==> src/rtl/slf_pkg.sv <==
package slf_pkg;
  typedef enum logic [2:0] {
    OC_NONE  = 3'd0,
    OC_FWD   = 3'd1,
    OC_PART  = 3'd2,
    OC_MEM   = 3'd3,
    OC_BLOCK = 3'd4,
    OC_UCFLT = 3'd5
  } outcome_e;
endpackage

==> src/rtl/slf_match.sv <==
module slf_match #(
  parameter int ADDR_W = 16,
  parameter int SIZE_W = 4
) (
  input  logic [ADDR_W-1:0] ld_addr,
  input  logic [SIZE_W-1:0] ld_size,
  input  logic [ADDR_W-1:0] st_addr,
  input  logic [SIZE_W-1:0] st_size,
  input  logic              st_uncache,
  output logic              full_hit,
  output logic              part_hit
);
  localparam int EW = ADDR_W + 1;

  logic [EW-1:0] ld_lo, ld_hi, st_lo, st_hi;
  logic          usable, touches, covers;

  always_comb begin
    ld_lo   = {1'b0, ld_addr};
    st_lo   = {1'b0, st_addr};
    ld_hi   = ld_lo + EW'(ld_size);
    st_hi   = st_lo + EW'(st_size);
    usable  = (st_size != '0) && !st_uncache;
    touches = (ld_lo < st_hi) && (ld_hi > st_lo);
    covers  = (ld_lo >= st_lo) && (ld_hi <= st_hi);
    full_hit = usable && covers;
    part_hit = usable && touches && !covers;
  end
endmodule

==> src/rtl/slf_pick.sv <==
module slf_pick #(
  parameter int DEPTH = 8
) (
  input  logic [DEPTH-1:0]         full_vec,
  input  logic [DEPTH-1:0]         part_vec,
  input  logic [$clog2(DEPTH)-1:0] start_idx,
  input  logic [$clog2(DEPTH)-1:0] stop_idx,
  output logic                     sel_valid,
  output logic [$clog2(DEPTH)-1:0] sel_idx,
  output logic                     sel_full
);
  localparam int IW = $clog2(DEPTH);

  logic [IW-1:0] span;
  logic [IW-1:0] ent;

  // Youngest-first walk: step k looks at slot start_idx-1-k.
  always_comb begin
    span      = start_idx - stop_idx;
    sel_valid = 1'b0;
    sel_idx   = '0;
    sel_full  = 1'b0;
    ent       = '0;
    for (int k = 0; k < DEPTH; k++) begin
      ent = start_idx - IW'(k + 1);
      if (!sel_valid && (k < int'(span)) && (full_vec[ent] || part_vec[ent])) begin
        sel_valid = 1'b1;
        sel_idx   = ent;
        sel_full  = full_vec[ent];
      end
    end
  end
endmodule

==> src/rtl/slf_track.sv <==
module slf_track #(
  parameter int LQ_DEPTH = 8
) (
  input  logic                        clk,
  input  logic                        rst_n,
  input  logic                        issue,
  input  logic [$clog2(LQ_DEPTH)-1:0] issue_idx,
  input  logic                        issue_split,
  input  logic                        rsp_valid,
  input  logic [$clog2(LQ_DEPTH)-1:0] rsp_idx,
  output logic                        done,
  output logic [$clog2(LQ_DEPTH)-1:0] done_idx
);
  localparam int IW = $clog2(LQ_DEPTH);

  logic [LQ_DEPTH-1:0][1:0] cnt_q, cnt_d;
  logic                     done_d;
  logic [IW-1:0]            done_idx_d;

  always_comb begin
    cnt_d      = cnt_q;
    done_d     = 1'b0;
    done_idx_d = done_idx;
    if (rsp_valid && (cnt_q[rsp_idx] != 2'd0)) begin
      cnt_d[rsp_idx] = cnt_q[rsp_idx] - 2'd1;
      if (cnt_q[rsp_idx] == 2'd1) begin
        done_d     = 1'b1;
        done_idx_d = rsp_idx;
      end
    end
    if (issue) cnt_d[issue_idx] = issue_split ? 2'd2 : 2'd1;
  end

  always_ff @(posedge clk or negedge rst_n) begin
    if (!rst_n) begin
      cnt_q    <= '0;
      done     <= 1'b0;
      done_idx <= '0;
    end else begin
      cnt_q <= cnt_d;
      done  <= done_d;
      if (done_d) done_idx <= done_idx_d;
    end
  end

  // a completion only follows a response
  a_r10_done_after_rsp: assert property (@(posedge clk) disable iff (!rst_n)
    done |-> $past(rsp_valid));
  // a completion names the slot that responded
  a_r10_done_idx_match: assert property (@(posedge clk) disable iff (!rst_n)
    done |-> (done_idx == $past(rsp_idx)));
endmodule

==> src/rtl/slf_lookup.sv <==
module slf_lookup
  import slf_pkg::*;
#(
  parameter int SQ_DEPTH   = 8,
  parameter int LQ_DEPTH   = 8,
  parameter int ADDR_W     = 16,
  parameter int SIZE_W     = 4,
  parameter int DATA_BYTES = 8,
  parameter int SEQ_W      = 8
) (
  input  logic                                      clk,
  input  logic                                      rst_n,
  input  logic                                      ld_valid,
  input  logic [ADDR_W-1:0]                         ld_addr,
  input  logic [SIZE_W-1:0]                         ld_size,
  input  logic [SEQ_W-1:0]                          ld_seq,
  input  logic [$clog2(LQ_DEPTH)-1:0]               ld_lq_idx,
  input  logic [$clog2(SQ_DEPTH)-1:0]               ld_sq_idx,
  input  logic                                      ld_uncache,
  input  logic                                      ld_at_commit,
  input  logic                                      ld_split,
  input  logic [$clog2(LQ_DEPTH)-1:0]               lq_head,
  input  logic                                      cache_blocked,
  input  logic [$clog2(SQ_DEPTH)-1:0]               sq_wb_idx,
  input  logic [SQ_DEPTH-1:0][ADDR_W-1:0]           sq_addr,
  input  logic [SQ_DEPTH-1:0][SIZE_W-1:0]           sq_size,
  input  logic [SQ_DEPTH-1:0]                       sq_uncache,
  input  logic [SQ_DEPTH-1:0][SEQ_W-1:0]            sq_seq,
  input  logic [SQ_DEPTH-1:0][8*DATA_BYTES-1:0]     sq_data,
  input  logic                                      stall_release,
  input  logic                                      blocked_clear,
  input  logic                                      mem_rsp_valid,
  input  logic [$clog2(LQ_DEPTH)-1:0]               mem_rsp_lq_idx,
  output logic                                      rsp_valid,
  output logic [$clog2(LQ_DEPTH)-1:0]               rsp_lq_idx,
  output logic                                      rsp_fwd,
  output logic [8*DATA_BYTES-1:0]                   rsp_fwd_data,
  output logic [$clog2(SQ_DEPTH)-1:0]               rsp_src_idx,
  output logic                                      rsp_partial,
  output logic                                      rsp_mem_req,
  output logic                                      rsp_split,
  output logic                                      rsp_blocked,
  output logic                                      rsp_resched,
  output logic                                      rsp_fault,
  output logic                                      stall_active,
  output logic [SEQ_W-1:0]                          stall_store_seq,
  output logic [$clog2(LQ_DEPTH)-1:0]               stall_lq_idx,
  output logic                                      blocked_active,
  output logic [SEQ_W-1:0]                          blocked_seq,
  output logic                                      load_done,
  output logic [$clog2(LQ_DEPTH)-1:0]               load_done_idx
);
  localparam int SQ_IW = $clog2(SQ_DEPTH);
  localparam int LQ_IW = $clog2(LQ_DEPTH);
  localparam int DW    = 8 * DATA_BYTES;
  localparam int OFF_W = $clog2(DATA_BYTES);

  // ---------------- reset: async assert, sync release ----------------
  logic rst_m_n, rst_s_n;
  always_ff @(posedge clk or negedge rst_n) begin
    if (!rst_n) begin
      rst_m_n <= 1'b0;
      rst_s_n <= 1'b0;
    end else begin
      rst_m_n <= 1'b1;
      rst_s_n <= rst_m_n;
    end
  end

  // ---------------- per-slot classification ----------------
  logic [SQ_DEPTH-1:0] full_vec, part_vec;

  for (genvar e = 0; e < SQ_DEPTH; e++) begin : g_slot
    slf_match #(.ADDR_W(ADDR_W), .SIZE_W(SIZE_W)) u_match (
      .ld_addr    (ld_addr),
      .ld_size    (ld_size),
      .st_addr    (sq_addr[e]),
      .st_size    (sq_size[e]),
      .st_uncache (sq_uncache[e]),
      .full_hit   (full_vec[e]),
      .part_hit   (part_vec[e])
    );
  end

  logic             sel_valid, sel_full;
  logic [SQ_IW-1:0] sel_idx;

  slf_pick #(.DEPTH(SQ_DEPTH)) u_pick (
    .full_vec  (full_vec),
    .part_vec  (part_vec),
    .start_idx (ld_sq_idx),
    .stop_idx  (sq_wb_idx),
    .sel_valid (sel_valid),
    .sel_idx   (sel_idx),
    .sel_full  (sel_full)
  );

  // ---------------- byte extraction ----------------
  logic [SIZE_W-1:0] st_size_m1;
  logic [OFF_W-1:0]  fwd_off;
  logic [DW-1:0]     shifted;
  logic [DW-1:0]     fwd_bytes;

  always_comb begin
    st_size_m1 = sq_size[sel_idx] - SIZE_W'(1);
    fwd_off    = ld_addr[OFF_W-1:0] & st_size_m1[OFF_W-1:0];
    shifted    = sq_data[sel_idx] >> {fwd_off, 3'b000};
  end

  for (genvar b = 0; b < DATA_BYTES; b++) begin : g_byte
    assign fwd_bytes[8*b +: 8] = (ld_size > SIZE_W'(b)) ? shifted[8*b +: 8] : 8'h00;
  end

  // ---------------- outcome decode ----------------
  outcome_e oc;
  logic     uc_reject;

  always_comb begin
    uc_reject = ld_uncache && !((ld_lq_idx == lq_head) && ld_at_commit);
    oc = OC_NONE;
    if (ld_valid) begin
      if (uc_reject)          oc = OC_UCFLT;
      else if (sel_valid)     oc = sel_full ? OC_FWD : OC_PART;
      else if (cache_blocked) oc = OC_BLOCK;
      else                    oc = OC_MEM;
    end
  end

  // ---------------- stall and blocked records: next state ----------------
  logic [SEQ_W-1:0] stall_lseq_q;
  logic             stall_base, stall_take, stall_active_d;
  logic             blk_base, blk_take, blocked_active_d;

  always_comb begin
    stall_base     = stall_active && !stall_release;
    stall_take     = (oc == OC_PART) && (!stall_base || (ld_seq < stall_lseq_q));
    stall_active_d = stall_base || stall_take;
    blk_base       = blocked_active && !blocked_clear;
    blk_take       = (oc == OC_BLOCK) && !(blk_base && (blocked_seq < ld_seq));
    blocked_active_d = blk_base || blk_take;
  end

  // ---------------- response registers ----------------
  always_ff @(posedge clk or negedge rst_s_n) begin
    if (!rst_s_n) begin
      rsp_valid    <= 1'b0;
      rsp_lq_idx   <= '0;
      rsp_fwd      <= 1'b0;
      rsp_fwd_data <= '0;
      rsp_src_idx  <= '0;
      rsp_partial  <= 1'b0;
      rsp_mem_req  <= 1'b0;
      rsp_split    <= 1'b0;
      rsp_blocked  <= 1'b0;
      rsp_resched  <= 1'b0;
      rsp_fault    <= 1'b0;
    end else begin
      rsp_valid    <= ld_valid;
      rsp_fwd      <= (oc == OC_FWD);
      rsp_fwd_data <= (oc == OC_FWD) ? fwd_bytes : '0;
      rsp_partial  <= (oc == OC_PART);
      rsp_mem_req  <= (oc == OC_MEM);
      rsp_split    <= (oc == OC_MEM) && ld_split;
      rsp_blocked  <= (oc == OC_BLOCK);
      rsp_resched  <= (oc == OC_PART) || (oc == OC_UCFLT);
      rsp_fault    <= (oc == OC_UCFLT);
      if (ld_valid) rsp_lq_idx <= ld_lq_idx;
      if ((oc == OC_FWD) || (oc == OC_PART)) rsp_src_idx <= sel_idx;
    end
  end

  always_ff @(posedge clk or negedge rst_s_n) begin
    if (!rst_s_n) begin
      stall_active    <= 1'b0;
      stall_store_seq <= '0;
      stall_lq_idx    <= '0;
      stall_lseq_q    <= '0;
      blocked_active  <= 1'b0;
      blocked_seq     <= '0;
    end else begin
      stall_active   <= stall_active_d;
      blocked_active <= blocked_active_d;
      if (stall_take) begin
        stall_store_seq <= sq_seq[sel_idx];
        stall_lq_idx    <= ld_lq_idx;
        stall_lseq_q    <= ld_seq;
      end
      if (blk_take) blocked_seq <= ld_seq;
    end
  end

  // ---------------- split completion tracking ----------------
  slf_track #(.LQ_DEPTH(LQ_DEPTH)) u_track (
    .clk         (clk),
    .rst_n       (rst_s_n),
    .issue       (oc == OC_MEM),
    .issue_idx   (ld_lq_idx),
    .issue_split (ld_split),
    .rsp_valid   (mem_rsp_valid),
    .rsp_idx     (mem_rsp_lq_idx),
    .done        (load_done),
    .done_idx    (load_done_idx)
  );

  // ---------------- assertions ----------------
  // every request answered on the next clock
  a_r12_next_cycle: assert property (@(posedge clk) disable iff (!rst_s_n)
    ld_valid |=> rsp_valid);
  // exactly one outcome flag per response
  a_r12_one_outcome: assert property (@(posedge clk) disable iff (!rst_s_n)
    rsp_valid |-> ($countones({rsp_fwd, rsp_partial, rsp_mem_req, rsp_blocked, rsp_fault}) == 1));
  // partial overlap reschedules and never reaches the cache
  a_r5_partial_resched: assert property (@(posedge clk) disable iff (!rst_s_n)
    rsp_partial |-> (rsp_resched && !rsp_mem_req && !rsp_fwd));
  // a rejected uncacheable load is always rescheduled
  a_r7_fault_resched: assert property (@(posedge clk) disable iff (!rst_s_n)
    rsp_fault |-> rsp_resched);
  // a held stall record is only replaced by an older load
  a_r6_stall_older: assert property (@(posedge clk) disable iff (!rst_s_n)
    (stall_active && $past(stall_active) && !$past(stall_release)
     && (stall_lseq_q != $past(stall_lseq_q))) |-> (stall_lseq_q < $past(stall_lseq_q)));
  // a held blocked record only moves to an older or equal load
  a_r9_blocked_older: assert property (@(posedge clk) disable iff (!rst_s_n)
    (blocked_active && $past(blocked_active) && !$past(blocked_clear)
     && (blocked_seq != $past(blocked_seq))) |-> (blocked_seq < $past(blocked_seq)));
  // the chosen slot really intersects the load
  a_r3_pick_hits: assert property (@(posedge clk) disable iff (!rst_s_n)
    sel_valid |-> (full_vec[sel_idx] || part_vec[sel_idx]));
endmodule

==> config.mk <==
export PLATFORM = sky130hd
export DESIGN_NAME = slf_lookup
export DESIGN_NICKNAME = d
export VERILOG_FILES = /design/src/rtl/slf_pkg.sv /design/src/rtl/slf_match.sv /design/src/rtl/slf_pick.sv /design/src/rtl/slf_track.sv /design/src/rtl/slf_lookup.sv
export SDC_FILE = /design/constraint.sdc
export NUM_CORES = 1
export LEC_CHECK = 0
export BUFFER_PORTS_ARGS = -buffer_cell sky130_fd_sc_hd__buf_4
export CAP_MARGIN = 10
export CORE_AREA = 2 2 355 357
export DETAILED_ROUTE_END_ITERATION = 7
export DIE_AREA = 0 0 357 359
export PLACE_DENSITY = 0.49
export SLEW_MARGIN = 10
export SYNTH_ARGS = -nofsm -noshare
export SYNTH_HDL_FRONTEND = slang
export SYNTH_SLANG_ARGS = --single-unit
==> constraint.sdc <==
create_clock -name clk -period 3.5 [get_ports clk]
set_input_delay 0.7 -clock clk [delete_from_list [all_inputs] [get_ports clk]]
set_output_delay 0.7 -clock clk [all_outputs]
set_load 0.05 [all_outputs]
# Word level (Yosys, flattened, before mapping)
# Cells that the tools add are included.
word_totals:
  register_bits: 129
  out_inout_bits: 103
  word_cells: 321
op_classes:
  eq_ne: 7
  n_lt_le_gt_ge: 61
  addsub: 19
  reduce_logical: 121
  shift: 1
  muxes: 82
  bitwise_logic: 1
op_table:
  columns: ["operator", "n"]
  rows:
  - ["binary-select mux 64 bit (select 3 bit)", 1]
  - ["adder 16 x 4 -> 17 bit", 9]
  - ["> comparator 17 x 16 -> 1 bit", 8]
  - ["less-or-equal comparator 17 bit", 8]
  - ["less-than comparator 16 x 17 -> 1 bit", 8]
  - [">= comparator 16 bit", 8]
  - ["2-to-1 mux 64 bit", 2]
  - ["logical AND 1 bit", 72]
  - ["2-to-1 mux 8 bit", 9]
  - [">> shifter 64 x 6 -> 64 bit", 1]
  - ["binary-select mux 1 bit (select 3 bit)", 14]
  - ["less-than comparator 3 x 4 -> 1 bit, second input constant", 10]
  - ["2-to-1 mux 3 bit", 12]
  - ["bitwise mux 16 bit", 2]
  - ["2-to-1 mux 16 bit", 2]
  - ["nonzero test 4 bit", 8]
  - ["2-to-1 mux 1 bit", 30]
  - ["zero test 1 bit", 27]
  - ["binary-select mux 8 bit (select 3 bit)", 1]
  - ["> comparator 4 x 3 -> 1 bit, second input constant", 4]
  - ["less-than comparator 8 bit", 2]
  - ["binary-select mux 4 bit (select 3 bit)", 1]
  - ["demux 2 bit (select 3 bit)", 2]
  - ["logical OR 1 bit", 12]
  - ["other kinds (21)", 39]

# Longest topological paths before layout
logic_depth:
  ltp_word: 41
  ltp_mapped: 40
  ltp_nobuf: 34

# Cells and area by module
# Synthesis repeated with hierarchy kept, for this count alone.
unflattened:
  cells_unflattened: 3267
  hier_area_um2: 29455.8
by_module_without_submodules:
  columns: ["module", "cells_per_inst", "seq_area_each_um2", "area_per_inst_um2", "instances"]
  rows:
  - ["slf_match (g_slot[3].u_match ...)", 268, 0.0, 2123.3, 5]
  - ["slf_lookup", 843, 2727.6, 9849.4, 1]
  - ["slf_match (g_slot[0].u_match ...)", 272, 0.0, 2110.8, 2]
  - ["slf_match (g_slot[2].u_match)", 274, 0.0, 2127.0, 1]
  - ["slf_pick", 141, 0.0, 1398.8, 1]
  - ["slf_track", 125, 500.5, 1242.4, 1]

# Worst setup path after synthesis
# No wires, ideal clock.
synth_path:
  path_kind: "input port to flip-flop"
  start: "input port ld_addr[1]"
  end: "register rsp_fwd_data[0]"
  path_slack_ns: -5.114
  required_time_ns: 3.366
  path_buffers: 7
  arrival_time_ns: 8.480
  setup_ns: 0.134
  cell_stages: 34
  cell_sequence: "ha_1 -> a21o_1 -> a21oi_1 -> nor2b_1 -> o21ai_0 -> nor2_1 -> nand3_1 -> xnor2_1 -> ha_1 -> a211oi_1 -> o32ai_1 -> a2111o_1 -> a21oi_1 -> o21ai_0 -> mux4_2 -> o211ai_1 -> o211ai_1 -> nor4_2 -> a22oi_1 -> o21ai_4 -> buf_4 -> buf_4 -> buf_2 -> buf_1 -> a211oi_1 -> a211oi_1 -> a21oi_1 -> ha_1 -> nand2b_1 -> clkbuf_1 -> clkbuf_1 -> buf_1 -> mux2i_1 -> o22ai_1"
synth_between:
  elab_chain_cells: 41
synth_lines:
  columns: ["element", "line_no", "text"]
  rows:
  - ["from (decl)", "slf_lookup.sv:14", "input logic [ADDR_W-1:0] ld_addr,"]
  - ["adder 16 x 4 -> 17 bit", "slf_match.sv:21", "ld_hi = ld_lo + EW'(ld_size);"]
  - ["> comparator 17 x 16 -> 1 bit / less-or-equal comparator 17 bit (equally long branches)", "slf_match.sv:24, slf_match.sv:25", null]
  - ["logical AND 1 bit (on tied branches)", "slf_match.sv:24, slf_match.sv:25", null]
  - ["logical AND 1 bit / zero test 1 bit (equally long branches)", "slf_match.sv:27", "part_hit = usable && touches && !covers;"]
  - ["logical AND 1 bit", "slf_match.sv:27", null]
  - ["binary-select mux 1 bit (select 3 bit)", "slf_pick.sv:26", "if (!sel_valid && (k < int'(span)) && (full_vec[ent] || part_vec[ent])) begin"]
  - ["2-to-1 mux 1 bit (not written as such)", "slf_pick.sv:26", null]
  - ["logical OR 1 bit", "slf_pick.sv:26", null]
  - ["[25 not listed]", null, null]
  - ["2-to-1 mux 3 bit", "slf_pick.sv:26", null]
  - ["binary-select mux 4 bit (select 3 bit)", "slf_lookup.sv:105", "st_size_m1 = sq_size[sel_idx] - SIZE_W'(1);"]
  - ["2-to-1 mux 3 bit (not written as such)", "slf_lookup.sv:105", null]
  - ["subtractor 3 x 1 -> 3 bit", "slf_lookup.sv:105", null]
  - ["bitwise AND 3 bit", "slf_lookup.sv:106", "fwd_off = ld_addr[OFF_W-1:0] & st_size_m1[OFF_W-1:0];"]
  - [">> shifter 64 x 6 -> 64 bit", "slf_lookup.sv:107", "shifted = sq_data[sel_idx] >> {fwd_off, 3'b000};"]
  - ["2-to-1 mux 8 bit", "slf_lookup.sv:111", "assign fwd_bytes[8*b +: 8] = (ld_size > SIZE_W'(b)) ? shifted[8*b +: 8] : 8'h00;"]
  - ["2-to-1 mux 64 bit *", "slf_lookup.sv:160", "rsp_fwd_data <= (oc == OC_FWD) ? fwd_bytes : '0;"]
  - ["to (signal assigned)", "slf_lookup.sv:160", null]
  - ["to (decl)", "slf_lookup.sv:37", "output logic [8*DATA_BYTES-1:0] rsp_fwd_data,"]
# Mark *: on every way between the ends. The rest lies on a longest branch, timed or not. The select of a mux whose other input is x is not followed.
# A chain may end at the register's enable or synchronous reset.

# Worst setup path in the final report
layout_path:
  start: "input port ld_size[0]"
  end: "register rsp_fwd_data[9]"
layout_between:
  elab_chain_cells: 41
layout_lines:
  columns: ["element", "line_no", "text"]
  rows:
  - ["from (decl)", "slf_lookup.sv:15", "input logic [SIZE_W-1:0] ld_size,"]
  - ["adder 16 x 4 -> 17 bit", "slf_match.sv:21", null]
  - ["> comparator 17 x 16 -> 1 bit / less-or-equal comparator 17 bit (equally long branches)", "slf_match.sv:24, slf_match.sv:25", null]
  - ["logical AND 1 bit (on tied branches)", "slf_match.sv:24, slf_match.sv:25", null]
  - ["logical AND 1 bit / zero test 1 bit (equally long branches)", "slf_match.sv:27", null]
  - ["logical AND 1 bit", "slf_match.sv:27", null]
  - ["binary-select mux 1 bit (select 3 bit)", "slf_pick.sv:26", null]
  - ["2-to-1 mux 1 bit (not written as such)", "slf_pick.sv:26", null]
  - ["logical OR 1 bit", "slf_pick.sv:26", null]
  - ["[25 not listed]", null, null]
  - ["2-to-1 mux 3 bit", "slf_pick.sv:26", null]
  - ["binary-select mux 4 bit (select 3 bit)", "slf_lookup.sv:105", null]
  - ["2-to-1 mux 3 bit (not written as such)", "slf_lookup.sv:105", null]
  - ["subtractor 3 x 1 -> 3 bit", "slf_lookup.sv:105", null]
  - ["bitwise AND 3 bit", "slf_lookup.sv:106", null]
  - [">> shifter 64 x 6 -> 64 bit", "slf_lookup.sv:107", null]
  - ["2-to-1 mux 8 bit", "slf_lookup.sv:111", null]
  - ["2-to-1 mux 64 bit *", "slf_lookup.sv:160", null]
# Marked as above.

==> flow_summary.toml <==
[status]
status = "finished, violations left"
violations = "setup timing"

[synth]
synth_area_leaders = "ha_1, dfrtp_1, nand2_1"
ys_seq_area_share_pct = 11.5
syn_area_um2 = 28000
syn_area_per_cell_um2 = 7.74
synth_cell_types = 98
synth_seq_cells = 129
yosys.area.top_type = "ha_1"
ys.flop_type = "dfrtp_1"
synth_cells = 3619
yosysWarnings = 0
synthArstFlopShare_pct = 100
netlist.area_leader.share_pct = 25.4
synth_edf_count = 0
syn-num-nets = 4994

[timing]
whs_ns = 0.0300
relSlewSlack_pct = 38.9
finClkSkew_ns = 0.0119
worst_pin_slew_ns = 0.914
rsz0062_at_grt = "true"
finalCritPeriodShare_pct = 220
layout_min_cycle_time_ns = 7.70
drv_slew = 0
finalWorstSetupSlack_ns = -4.20
setup_viol = 119
hold_viol = 0
fmax_ghz = 0.130

[cts]
htreeDepth = 4
cts_hold_buf = 0
cts_tree = "done"
clock_path_buffers = 2
clk_latency_ns = 0.44
cts_root_buffer = "clkbuf_16"
cts_inserted_buffers = 17
cts_sinks = 129
clk_pin_slew_ns = 0.06

[worst_hold_path]
min_path_type = "primary input to async pin"

[drt]
vias_per_cell = 5.15
drc = 0
avgRoutedWirePerCell_um = 26.7
drtPass1Iterations = 6
initialDrtViolationCount = 3295
ant_nets = 0
totalWireLength_um = 190000
via_count = 36700

[place]
dpl_cell_area_um2 = 44600
gp_congestion = 1.02
numPortBuffers = 899
post-place-ws_ns = -5.05
hpwl_um = 165000

[global_routing]
grt_pass1_wl_um = 258000
grt_max_degree = 66
antenna_found_initial = 22
grt.overflow.total = 0
grt_pass1_vias = 35000
grt_usage_pct = 28.1

[power_and_ir_drop]
pwr-share-seq_pct = 9.8
p_sw_share_pct = 51.6
irDropWorstVdd_uv = 742
p_int_uw = 10500
clock_power_share_pct = 8.1
power_density_nw_per_um2 = 453
power_leakage_uw = 0.0236
p_sw_uw = 11200
comb_power_share_pct = 82.0

[critical_path]
critPathCaptureType = "flop"
max_stage_delay_ns = 0.49
criticalPathCategory = "primary input to flop"
path_buf_inv = 10
crit_family = "compound AO/OA/AOI/OAI gates"
worst_path_max_delay_cell = "a32oi_1"
arrival_ns = 7.98
crit_required_ns = 3.78
crit_fanout = 11
cpMostUsedCell = "buf_4"
start_kind = "primary input"

[layout]
syn_to_final_growth_pct = 70.8
layout_common_cells = "buf_4, ha_1, nand2_1, nand3_1, a21oi_1"
fin_area_um2 = 47800
nets = 6824
fin_util_pct = 38.4
final-seq-area_um2 = 3230
layout_commonest_cell = "buf_4"
drive_gt1_share_pct = 43.5
multiInputGateArea_um2 = 25600
fillers = 13100

[floorplan]
die_h_um = 359
io_pins = 900
core_um2 = 125000
die_w_um = 357
die_area_um2 = 128000
start_util_pct = 22.5
rows = 130

[run]
max_cap_violations = 0
-- cell families (layout without fill, tap and decap cells) --
group / count (synthesis) / after routing / share of synthesized area, %
flip-flops: 129 / 129 / 11.5
multiplexers: 266 / 266 / 10.3
AO/OA/AOI/OAI: 808 / 808 / 19.4
buffers and inverters: 337 / 2179 / 5.00
other: 1 / 10 / 0.0134
AND/OR/NAND/NOR: 1365 / 1365 / 23.5
adder cells (fa/ha/maj): 578 / 578 / 26.1
XOR/XNOR: 135 / 135 / 4.22
-- cells in the mapped netlist (all sizes together), types with 39 or more instances --
| master | n |
|---|---|
| a211oi | 59 |
| nand2 | 531 |
| nor2b | 39 |
| and3 | 39 |
| mux2i | 181 |
| o21ai | 162 |
| ha | 568 |
| nand4 | 114 |
| a21o | 61 |
| xnor2 | 125 |
| nor2 | 182 |
| o211ai | 46 |
| dfrtp | 129 |
| clkbuf | 41 |
| mux2 | 76 |
| inv | 205 |
| buf | 88 |
| nor3 | 68 |
| nand3 | 237 |
| a21oi | 230 |
-- power by group through the flow --
stage                     registers, uW  logic (uW)  clock network [uW]
after floorplan                    2900        6950                   0
after global placement             2140       15900                   0
after detailed placement           2150       15900                   0
after CTS                          2120       17000                1790
after global routing               2160       18600                1860
final                              2130       17700                1760
-- registers in the layout, summed over array words and instances (netlist names), 3 cells and up --
register,flops
blocked_seq,8
rsp_fwd_data,64
rsp_lq_idx,3
rsp_src_idx,3
stall_lq_idx,3
stall_lseq_q,8
stall_store_seq,8
u_track.cnt_q,16
u_track.done_idx,3
-- repair_timing --
| action | in CTS | in global routing |
|---|---|---|
| endpoints found under the setup margin | 119 | 119 |
| pin swaps | 64 | 92 |
| cloned | 6 | 0 |
| buffers inserted | 39 | 37 |
| gates resized for setup | 207 | 163 |
-- metal layers --
layer	part of all wire, %	GRT usage, %
met5	0.078	0
met4	2.6	6.14
met3	8.4	5.55
met2	41	40.6
met1	48	42.3
-- final timing paths --
check / depth (start not counted) / endpoint / start / slack, ns
max reg2reg: 13 / blocked_seq[2] / blocked_seq[1] / 0.77
max: 35 / rsp_fwd_data[9] / ld_size[0] / -4.20
min: 1 / rst_s_n / rst_n / 0.03
min reg2reg: 0 / rst_s_n / rst_m_n / 0.35
max in group asynchronous: 1 / stall_lseq_q[0] / rst_s_n / 2.16
min in group clk: 0 / rst_s_n / rst_m_n / 0.35
-- per-stage QoR --
stage	power (uW)	cells	TNS [ns]
2_1_floorplan	9850	3619	-450.99
3_3_place_gp	18000	7002	-513.74
3_5_place_dp	18100	7002	-516.59
4_1_cts	20900	7077	-431.38
5_1_grt	22700	7112	-459.79
6_report	21600	7120	-433.39
-- layout make-up --
type | count | share of cell area, %
clock inverters | 13 | 0.288
well taps | 1650 | 4.32
diodes | 9 | 0.0471
inverters | 208 | 1.63
clock buffers | 18 | 0.898
multi-input cells | 3153 | 53.5
repair buffers | 1940 | 32.6
flip-flops and latches | 129 | 6.76
Power figures use the tool's default switching activity.
